**src/rtl/boost_seq_pkg.sv**
```systemverilog
package boost_seq_pkg;

  typedef enum logic [2:0] {
    ST_OFF    = 3'd0,
    ST_LIN1   = 3'd1,
    ST_LIN2   = 3'd2,
    ST_OPEN   = 3'd3,
    ST_CLOSED = 3'd4,
    ST_RUN    = 3'd5,
    ST_HICCUP = 3'd6,
    ST_TSD    = 3'd7
  } seq_state_e;

  function automatic logic is_switching(input seq_state_e s);
    return (s == ST_OPEN) || (s == ST_CLOSED) || (s == ST_RUN);
  endfunction

endpackage

```
**src/rtl/us_interval_timer.sv**
```systemverilog
module us_interval_timer #(
  parameter int CLK_PER_US = 100,
  parameter int CW         = 15
) (
  input  logic          clk,
  input  logic          rst_n,
  input  logic          restart_i,
  input  logic [CW-1:0] limit_i,
  output logic          tick_o,
  output logic          expire_o
);

  localparam int PW = (CLK_PER_US > 1) ? $clog2(CLK_PER_US) : 1;

  logic [PW-1:0] presc_q, presc_d;
  logic [CW-1:0] cnt_q, cnt_d;
  logic          cnt_en;

  assign tick_o   = (presc_q == PW'(CLK_PER_US - 1));
  assign expire_o = tick_o && (cnt_q == (limit_i - CW'(1)));
  assign cnt_en   = tick_o && (cnt_q != {CW{1'b1}});

  always_comb begin
    if (restart_i)   presc_d = '0;
    else if (tick_o) presc_d = '0;
    else             presc_d = presc_q + PW'(1);
  end

  always_comb begin
    if (restart_i)   cnt_d = '0;
    else if (cnt_en) cnt_d = cnt_q + CW'(1);
    else             cnt_d = cnt_q;
  end

  always_ff @(posedge clk or negedge rst_n) begin
    if (!rst_n) begin
      presc_q <= '0;
      cnt_q   <= '0;
    end else begin
      presc_q <= presc_d;
      cnt_q   <= cnt_d;
    end
  end

  generate
    if (CLK_PER_US > 1) begin : g_spacing
      assert_tick_spacing_R2: assert property (@(posedge clk) disable iff (!rst_n)
        (tick_o && !restart_i) |=> !tick_o);
    end
  endgenerate

  assert_restart_clears_R2: assert property (@(posedge clk) disable iff (!rst_n)
    restart_i |=> (!expire_o || limit_i == CW'(1)));

endmodule

```
**src/rtl/oc_monitor.sv**
```systemverilog
module oc_monitor #(
  parameter int OC_CYCLES = 16,
  parameter int CLAMP_US  = 2000
) (
  input  logic clk,
  input  logic rst_n,
  input  logic clr_i,
  input  logic tick_i,
  input  logic cyc_i,
  input  logic ilim_i,
  output logic trip_o
);

  localparam int NW = $clog2(OC_CYCLES + 1);
  localparam int HW = $clog2(CLAMP_US + 1);

  logic [NW-1:0] run_q, run_d;
  logic [HW-1:0] hold_q, hold_d;
  logic          run_trip, hold_trip;

  assign run_trip  = !clr_i && cyc_i && ilim_i && (run_q == NW'(OC_CYCLES - 1));
  assign hold_trip = !clr_i && tick_i && ilim_i && (hold_q == HW'(CLAMP_US - 1));
  assign trip_o    = run_trip || hold_trip;

  always_comb begin
    run_d = run_q;
    if (clr_i)                                     run_d = '0;
    else if (cyc_i && !ilim_i)                     run_d = '0;
    else if (cyc_i && run_q != NW'(OC_CYCLES - 1)) run_d = run_q + NW'(1);
  end

  always_comb begin
    hold_d = hold_q;
    if (clr_i || !ilim_i)                          hold_d = '0;
    else if (tick_i && hold_q != HW'(CLAMP_US - 1)) hold_d = hold_q + HW'(1);
  end

  always_ff @(posedge clk or negedge rst_n) begin
    if (!rst_n) begin
      run_q  <= '0;
      hold_q <= '0;
    end else begin
      run_q  <= run_d;
      hold_q <= hold_d;
    end
  end

  assert_miss_clears_run_R7: assert property (@(posedge clk) disable iff (!rst_n)
    (!clr_i && cyc_i && !ilim_i) |=> (run_q == '0));

  assert_trip_needs_limit_R8: assert property (@(posedge clk) disable iff (!rst_n)
    trip_o |-> ilim_i);

endmodule

```
**src/rtl/boost_startup_seq.sv**
```systemverilog
module boost_startup_seq
  import boost_seq_pkg::*;
#(
  parameter int CLK_PER_US = 100,
  parameter int LIN1_US    = 512,
  parameter int LIN2_US    = 1024,
  parameter int REG_US     = 64,
  parameter int HICCUP_US  = 20000,
  parameter int CLAMP_US   = 2000,
  parameter int OC_CYCLES  = 16
) (
  input  logic clk,
  input  logic rst_n,
  input  logic en_i,
  input  logic out_near_in_i,
  input  logic out_above_min_i,
  input  logic in_reg_i,
  input  logic sw_cycle_i,
  input  logic ilim_hit_i,
  input  logic therm_warn_i,
  input  logic therm_sd_i,
  output logic lin_lo_o,
  output logic lin_hi_o,
  output logic boost_fixed_o,
  output logic loop_en_o,
  output logic fault_o,
  output logic pg_o
);

  localparam int MAX_A  = (LIN1_US > LIN2_US) ? LIN1_US : LIN2_US;
  localparam int MAX_B  = (REG_US > HICCUP_US) ? REG_US : HICCUP_US;
  localparam int MAX_US = (MAX_A > MAX_B) ? MAX_A : MAX_B;
  localparam int CW     = $clog2(MAX_US + 1);

  seq_state_e    state_q, state_d;
  logic [CW-1:0] limit;
  logic          restart, tick, expire, oc_trip, oc_clr;

  always_comb begin
    case (state_q)
      ST_LIN1:   limit = CW'(LIN1_US);
      ST_LIN2:   limit = CW'(LIN2_US);
      ST_HICCUP: limit = CW'(HICCUP_US);
      default:   limit = CW'(REG_US);
    endcase
  end

  assign restart = (state_d != state_q);
  assign oc_clr  = !en_i || !is_switching(state_q);

  us_interval_timer #(
    .CLK_PER_US (CLK_PER_US),
    .CW         (CW)
  ) u_timer (
    .clk       (clk),
    .rst_n     (rst_n),
    .restart_i (restart),
    .limit_i   (limit),
    .tick_o    (tick),
    .expire_o  (expire)
  );

  oc_monitor #(
    .OC_CYCLES (OC_CYCLES),
    .CLAMP_US  (CLAMP_US)
  ) u_oc (
    .clk    (clk),
    .rst_n  (rst_n),
    .clr_i  (oc_clr),
    .tick_i (tick),
    .cyc_i  (sw_cycle_i),
    .ilim_i (ilim_hit_i),
    .trip_o (oc_trip)
  );

  always_comb begin
    state_d = state_q;
    if (!en_i) begin
      state_d = ST_OFF;
    end else if (therm_sd_i) begin
      state_d = ST_TSD;
    end else begin
      case (state_q)
        ST_OFF:  state_d = ST_LIN1;
        ST_LIN1: begin
          if (out_near_in_i) state_d = ST_OPEN;
          else if (expire)   state_d = ST_LIN2;
        end
        ST_LIN2: begin
          if (out_near_in_i) state_d = ST_OPEN;
          else if (expire)   state_d = ST_HICCUP;
        end
        ST_OPEN: begin
          if (oc_trip)              state_d = ST_HICCUP;
          else if (out_above_min_i) state_d = ST_CLOSED;
        end
        ST_CLOSED: begin
          if (oc_trip)       state_d = ST_HICCUP;
          else if (in_reg_i) state_d = ST_RUN;
          else if (expire)   state_d = ST_HICCUP;
        end
        ST_RUN: begin
          if (oc_trip) state_d = ST_HICCUP;
        end
        ST_HICCUP: begin
          if (expire) state_d = ST_LIN1;
        end
        ST_TSD: begin
          if (!therm_warn_i) state_d = ST_LIN1;
        end
        default: state_d = ST_OFF;
      endcase
    end
  end

  always_ff @(posedge clk or negedge rst_n) begin
    if (!rst_n) state_q <= ST_OFF;
    else        state_q <= state_d;
  end

  assign lin_lo_o      = (state_q == ST_LIN1);
  assign lin_hi_o      = (state_q == ST_LIN2);
  assign boost_fixed_o = (state_q == ST_OPEN);
  assign loop_en_o     = (state_q == ST_CLOSED) || (state_q == ST_RUN);
  assign fault_o       = (state_q == ST_HICCUP);
  assign pg_o          = (state_q == ST_RUN) && in_reg_i && !therm_warn_i;

  assert_off_when_disabled_R12: assert property (@(posedge clk) disable iff (!rst_n)
    !en_i |=> (state_q == ST_OFF));

  assert_stage_exclusive_R9: assert property (@(posedge clk) disable iff (!rst_n)
    $onehot0({lin_lo_o, lin_hi_o, boost_fixed_o, loop_en_o, fault_o}));

  assert_pg_needs_loop_R10: assert property (@(posedge clk) disable iff (!rst_n)
    pg_o |-> (loop_en_o && in_reg_i && !therm_warn_i));

  assert_shutdown_quiet_R11: assert property (@(posedge clk) disable iff (!rst_n)
    (en_i && therm_sd_i) |=> !(lin_lo_o || lin_hi_o || boost_fixed_o || loop_en_o || fault_o));

  assert_retry_restart_R9: assert property (@(posedge clk) disable iff (!rst_n)
    (fault_o && expire && en_i && !therm_sd_i) |=> lin_lo_o);

  assert_trip_beats_reg_R13: assert property (@(posedge clk) disable iff (!rst_n)
    (state_q == ST_CLOSED && oc_trip && en_i && !therm_sd_i) |=> (fault_o && !pg_o));

endmodule

```
**config.mk**
```make
export PLATFORM = sky130hd
export DESIGN_NAME = boost_startup_seq
export DESIGN_NICKNAME = d
export VERILOG_FILES = /design/src/rtl/boost_seq_pkg.sv /design/src/rtl/us_interval_timer.sv /design/src/rtl/oc_monitor.sv /design/src/rtl/boost_startup_seq.sv
export SDC_FILE = /design/constraint.sdc
export NUM_CORES = 1
export LEC_CHECK = 0
export BUFFER_PORTS_ARGS = -buffer_cell sky130_fd_sc_hd__clkbuf_2
export CORE_MARGIN = 1.5
export CORE_UTILIZATION = 49
export CTS_CLUSTER_DIAMETER = 100
export DETAILED_ROUTE_END_ITERATION = 16
export GPL_ROUTABILITY_DRIVEN = 1
export PLACE_DENSITY = 0.69
export SLEW_MARGIN = 25
export SYNTH_ARGS = -nofsm -noshare
export SYNTH_HDL_FRONTEND = slang
export SYNTH_SLANG_ARGS = --single-unit
```
**constraint.sdc**
```tcl
create_clock -name clk -period 2.6 [get_ports clk]
set_input_delay 0 -clock clk [delete_from_list [all_inputs] [get_ports clk]]
set_output_delay 0 -clock clk [all_outputs]
set_load 0.02 [all_outputs]
```
==> results.tsv, run 1 <==
stage	metric	value	unit
placement	dp_cells	410	
synth	yosysUniqueCellTypes	53	
synth	synth_compound_area_share	16.6	%
global_routing	grt-ovfl-total	0	
timing	rsz0062_at_grt	true	
pwr	p_leak	1.40	nW
cts	cts-buffers-inserted	5	
synth	synth_xor_area_share	9.41	%
timing	hold_slack	0.0361	ns
job	drv_cap	0	
floorplanning	core_area	5110	um2
timing	finClkSkew	0.00374	ns
placement	port_buffers	15	
min_path	hold_end	state_q[2]$_DFF_PN0_	
synth	syn_nets	311	
cts	clkSinkCount	41	
min_path	min-delay-start	en_i	
routing	drtPass1Iterations	4	
pwr	ir_worst_vdd	346	uV
pwr	power.switching	0.355	mW
critical_path	worstReg2RegStart	u_timer.presc_q[0]$_DFF_PN0_	
critical_path	cp.required	2.82	ns
synth	synth_top_family_by_area	simple AND/OR/NAND/NOR gates	
finish	fin_cells	421	
critical_path	r2r_end	u_timer.cnt_q[0]$_DFFE_PN0P_	
routing	drcViolationCount	0	
synth	ys_top_cells_by_area	dfrtp_1 (39%), nand2_1 (6.6%), xnor2_1 (4.7%)	
synth	synth_simple_gate_area_share	26.4	%
synth	synth_ff_type	dfrtp_1	
synth	yosys_warnings	0	
synth	synth_seq_cells	41	
synth	post-synth-top-area-cell	dfrtp_1	
synth	async_flop_share	100	%
critical_path	cp-end-kind	flip-flop	
critical_path	worstRegToRegCells	9	
critical_path	rrSetupSlack	0.01	ns
pwr	power_density	389	nW/um2
synth	yosys.area_share.adder	2.40	%
pwr	pwr-share-comb	15.9	%
timing	finalSetupViolations	0	
finish	final_net_count	365	
synth	yosysMostFrequentCell	nand2_1	
finish	nFillCells	469	
routing	vias_per_cell	5.39	
routing	drt-initial-drc-count	120	
floorplanning	rows	26	
routing	vias	2268	
floorplanning	die-height	75.9	um
timing	worst_pin_slew	0.904	ns
critical_path	arrival	2.81	ns
cts	cts_tree	yes	
timing	slew_headroom	39.7	%
pwr	p_seq_share	51.7	%
synth	synth_cells	296	
timing	timing.fmax	0.387	GHz
synth	ys_top_cells_by_count	nand2_1 (46), dfrtp_1 (41), nor2_1 (27)	
floorplanning	initial_utilization	51.0	%
outcome	status	completed	
floorplanning	die_w	75.9	um
finish	design_area	3240	um2
timing	slew_violations	0	
global_routing	antenna_found_initial	0	
synth	syn_area_per_cell	8.80	um2
routing	wl_per_cell	13.2	um
synth	syn-cell-area	2600	um2
min_path	hold_class	in2reg	
synth	synth_top_area_share	39.4	%
placement	place_area	3070	um2
critical_path	critPathKind	reg2reg	
routing	routed_wl	5.57	mm
global_routing	grt_first_pass_wirelength	9.87	mm
cts	clockBufferDepth	2	
pwr	internal-power	0.906	mW
min_path	hold_depth	2	
finish	syn_to_final_growth	24.5	%
critical_path	cp-start-kind	flip-flop	
floorplanning	top_level_ports	16	
timing	period_needed	2.59	ns
floorplanning	fp.dieArea	5760	um2
synth	yosysSeqAreaShare	39.4	%
placement	place_congestion	0.858	
finish	diodes	0	
timing	hold_viol	0	
pwr	swShare	28.2	%
cts	htreeDepth	2	
finish	layout-drive-gt1-share	29.3	%
cts	cts-root-buf	clkbuf_8	
cts	clk_pin_slew_worst_paths	0.08	ns
synth	synth_edf_count	0	
timing	min_period_over_period	99.4	%
global_routing	grt_pass1_vias	2226	
global_routing	grt_usage	20.9	%
critical_path	crit_fanout	22	
cts	clkLatencyLatePin	0.29	ns
synth	synthMuxAreaShare	1.20	%
routing	drtAntennaViolNets	0	
pwr	clkPwrFrac	32.3	%
global_routing	grt_max_degree	42	
placement	dpl.hpwl	3.95	mm
## cells by family (layout without fill, tap and decap cells)
family                     Yosys count  after routing
and+or+nand+nor                    136            136
AOI/OAI and AO/OA                   59             59
DFF                                 41             41
xor gates and xnor gates            28             28
buffers and inverters               24             79
adders and majority gates            5              5
muxes                                3              3
## sequential cells by signal, indices dropped and copies added, names as in the netlist
register	cells
u_timer.cnt_q	15
u_oc.hold_q	11
u_timer.presc_q	7
u_oc.run_q	5
state_q	3
## placed cells by master (no fill, tap or decap), drive strengths merged, types with 3 or more instances in the layout
| cell | Yosys | layout |
|---|---|---|
| a21oi | 29 | 29 |
| and3 | 5 | 5 |
| and4 | 4 | 4 |
| buf | 9 | 47 |
| clkbuf | 6 | 19 |
| dfrtp | 41 | 41 |
| ha | 5 | 5 |
| inv | 9 | 9 |
| nand2 | 46 | 46 |
| nand2b | 6 | 6 |
| nand3 | 14 | 14 |
| nand4 | 5 | 5 |
| nor2 | 27 | 27 |
| nor2b | 6 | 6 |
| nor3 | 4 | 4 |
| o21ai | 10 | 10 |
| o31a | 3 | 3 |
| or3 | 4 | 4 |
| xnor2 | 14 | 14 |
| xor2 | 14 | 14 |
## power groups by stage
stage	clock network (mW)	registers, mW	logic (mW)
6_report	0.408	0.653	0.201
5_1_grt	0.449	0.654	0.223
2_1_floorplan	0	0.663	0.131
3_5_place_dp	0	0.664	0.198
4_1_cts	0.426	0.651	0.199
3_3_place_gp	0	0.663	0.196
## worst max-delay path, stage by stage (launching register included)
cell and delay [ns]:
dfrtp_1 0.41, ha_4 0.18, nand4b_1 0.09, or4_4 0.52
a21oi_4 0.17, o221a_2 0.21, nor2_1 0.04, or4_4 0.54
buf_12 0.19, a21oi_1 0.15
## layout make-up
| class | count | area [um2] | area share [%] |
|---|---|---|---|
| clock buffer | 5 | 68.8 | 2.12 |
| tap | 70 | 87.6 | 2.70 |
| sequential | 41 | 1030 | 31.6 |
| inverter | 9 | 33.8 | 1.04 |
| timing repair buffer | 62 | 455 | 14.0 |
| multi-input combinational | 231 | 1560 | 47.9 |
| clock inverter | 3 | 17.5 | 0.540 |
## through the flow
step	total power, mW	setup slack [ns]	utilization (%)	setup TNS [ns]
detailed placement	0.861	-0.118	60.2	-1.79
global route	1.33	-0.121	63.5	-1.41
CTS	1.28	-0.0963	62.2	-1.34
global placement	0.860	-0.0759	60.2	-1.10
finish	1.26	0.0147	63.5	0
floorplan	0.794	-0.151	-	-3.05
## how the worst max path moves through the flow
stage,startpoint,to,depth (start not counted)
3_5_place_dp,u_timer.presc_q[3]$_DFF_PN0_,u_timer.cnt_q[0]$_DFFE_PN0P_,8
2_1_floorplan,u_timer.presc_q[3]$_DFF_PN0_,u_timer.cnt_q[12]$_DFFE_PN0P_,9
3_3_place_gp,u_timer.presc_q[3]$_DFF_PN0_,u_timer.cnt_q[1]$_DFFE_PN0P_,8
6_report,u_timer.presc_q[0]$_DFF_PN0_,u_timer.cnt_q[0]$_DFFE_PN0P_,9
4_1_cts,u_timer.presc_q[3]$_DFF_PN0_,u_timer.cnt_q[0]$_DFFE_PN0P_,8
5_1_grt,u_timer.presc_q[0]$_DFF_PN0_,u_timer.cnt_q[1]$_DFFE_PN0P_,9
## layer usage
metal | wire [um] | GRT usage, %
met3 | 156 | 4.34
met2 | 2650 | 35.0
met4 | 58 | 6.85
met1 | 2700 | 27.1
met5 | 0 | 0
## timing repair
| item | in CTS | in global routing |
|---|---|---|
| endpoints found under the setup margin | 22 | 22 |
| pin swaps | 4 | 2 |
| hold buffers | 1 | 0 |
| gates cloned | 0 | 0 |
| buffers inserted | 1 | 1 |
| resized for setup | 1 | 10 |
| endpoints found under the hold margin | 41 | 0 |
No activity file was read; power rests on OpenSTA's default activity.
==> run 2, diff against run 1 <==
- RECOVER_POWER: not set -> 50
- SETUP_SLACK_MARGIN: not set -> 0.15
==> results.tsv, run 2 (synthesis results as in run 1) <==
stage	metric	value	unit
pwr	power_density	389	nW/um2
critical_path	worstRegToRegCells	9	
finish	layout-drive-gt1-share	29.3	%
global_routing	grt_first_pass_wirelength	9.87	mm
critical_path	critPathKind	reg2reg	
routing	wl_per_cell	13.2	um
min_path	hold_class	in2reg	
timing	slew_violations	0	
floorplanning	initial_utilization	51.0	%
finish	utilization	63.5	%
placement	port_buffers	15	
outcome	status	completed	
global_routing	grt_usage	20.9	%
cts	clockBufferDepth	2	
placement	place_ws	-0.118	ns
cts	clk_pin_slew_worst_paths	0.08	ns
critical_path	cp-start-kind	flip-flop	
timing	finClkSkew	0.00374	ns
cts	clkSinkCount	41	
critical_path	arrival	2.81	ns
pwr	internal-power	0.906	mW
pwr	finalPower	1.26	mW
routing	vias_per_cell	5.39	
finish	seq_area	1030	um2
timing	worst_pin_slew	1.01	ns
cts	clkLatencyLatePin	0.29	ns
timing	rsz0062_at_grt	true	
timing	setup_ws	0.0148	ns
critical_path	crit_fanout	22	
timing	slew_headroom	32.9	%
finish	final_net_count	365	
cts	cts-root-buf	clkbuf_8	
finish	most-common-layout-cells	nand2_1 (46), buf_4 (44), dfrtp_1 (41)	
floorplanning	fp.dieArea	5760	um2
placement	place_congestion	0.858	
finish	top_register	u_timer.cnt_q	
min_path	hold_depth	2	
routing	drtAntennaViolNets	0	
floorplanning	top_level_ports	16	
global_routing	antenna_found_initial	0	
global_routing	grt-ovfl-total	0	
routing	routed_wl	5.57	mm
global_routing	grt_pass1_vias	2226	
floorplanning	die_w	75.9	um
timing	hold_slack	0.0364	ns
finish	multi_input_area	1560	um2
critical_path	cp.required	2.82	ns
pwr	p_seq_share	51.7	%
cts	htreeDepth	2	
cts	cts_tree	yes	
finish	syn_to_final_growth	24.5	%
floorplanning	die-height	75.9	um
critical_path	cp_common_cell	or4_4	
critical_path	cp-end-kind	flip-flop	
pwr	p_leak	1.40	nW
critical_path	slowest_stage	or4_4	
cts	cts-buffers-inserted	5	
finish	diodes	0	
floorplanning	core_area	5110	um2
job	drv_cap	0	
routing	vias	2270	
routing	drt-initial-drc-count	118	
critical_path	path_cells	ha_4, nand4b_1, or4_4, a21oi_4, o221a_2, nor2_1, or4_4, buf_12, a21oi_1	
routing	drcViolationCount	0	
pwr	clkPwrFrac	32.3	%
placement	dpl.hpwl	3.95	mm
pwr	swShare	28.2	%
finish	layout_commonest_cell	nand2_1	
pwr	power.switching	0.355	mW
routing	drtPass1Iterations	4	
timing	finalSetupViolations	0	
global_routing	grt_max_degree	42	
floorplanning	rows	26	
timing	hold_viol	0	
pwr	ir_worst_vdd	347	uV
pwr	pwr-share-comb	15.9	%
critical_path	cp_slowest_stage_delay	0.54	ns
timing	min_period_over_period	99.4	%
finish	largest_reg_flops	15	
timing	timing.fmax	0.387	GHz
finish	nFillCells	469	
timing	period_needed	2.59	ns
finish	top_regs	u_timer.cnt_q: 15 flops, u_oc.hold_q: 11 flops, u_timer.presc_q: 7 flops	
[run 2: per-layer routing]
metal | vias up | wire length, um | global-route usage [%]
li1 | 1146 | - | -
met1 | 1095 | 2700 | 27.1
met2 | 24 | 2650 | 35.0
met3 | 5 | 156 | 4.34
met4 | 0 | 58 | 6.85
met5 | - | 0 | 0
[run 2: layout make-up]
cell class	count	area share [%]
multi-input cells	231	47.9
well taps	70	2.70
clock buffers	5	2.12
inverters	9	1.04
flip-flops and latches	41	31.6
clock inverters	3	0.540
repair buffers	62	14.0
[run 2: worst max-delay path: cells and delay by family, from the launching register on]
family	cells	cell delay, ns
compound gates	3	0.53
flops	1	0.41
simple gates	4	1.19
buf+inv	1	0.19
fa+ha+maj	1	0.18
[run 2: through the flow]
stage	cells	TNS (ns)	cell area, um2
2_1_floorplan	296	-3.05	2650
3_3_place_gp	410	-1.10	3070
3_5_place_dp	410	-1.79	3070
4_1_cts	420	-1.34	3180
5_1_grt	421	-1.41	3240
6_report	421	0	3240
[run 2: power groups by stage]
stage / sequential, mW / combinational (mW) / clock, mW
global route: 0.654 / 0.223 / 0.449
detailed placement: 0.664 / 0.198 / 0
finish: 0.653 / 0.201 / 0.408
global placement: 0.663 / 0.196 / 0
floorplan: 0.663 / 0.131 / 0
CTS: 0.651 / 0.199 / 0.426
[run 2: final timing paths]
| check | to | slack, ns | from |
|---|---|---|---|
| setup / recovery | u_timer.cnt_q[0]$_DFFE_PN0P_ | 0.01 | u_timer.presc_q[0]$_DFF_PN0_ |
| hold / removal | state_q[2]$_DFF_PN0_ | 0.04 | en_i |
| setup reg to reg | u_timer.cnt_q[0]$_DFFE_PN0P_ | 0.01 | u_timer.presc_q[0]$_DFF_PN0_ |
| hold reg to reg | u_oc.run_q[4]$_DFFE_PN0P_ | 0.48 | u_oc.run_q[4]$_DFFE_PN0P_ |
| max in group asynchronous | u_oc.run_q[1]$_DFFE_PN0P_ | 1.58 | rst_n |
| min in group asynchronous | u_timer.cnt_q[13]$_DFFE_PN0P_ | 0.40 | rst_n |
[run 2: what timing repair did]
action                                 in CTS  in global routing
endpoints found under the hold margin      41                  0
hold buffers                                1                  0
gates cloned                                0                  0
gates resized for setup                     1                 10
pin swaps                                   4                  2
setup buffers                               1                  1
setup endpoints to repair                  22                 24
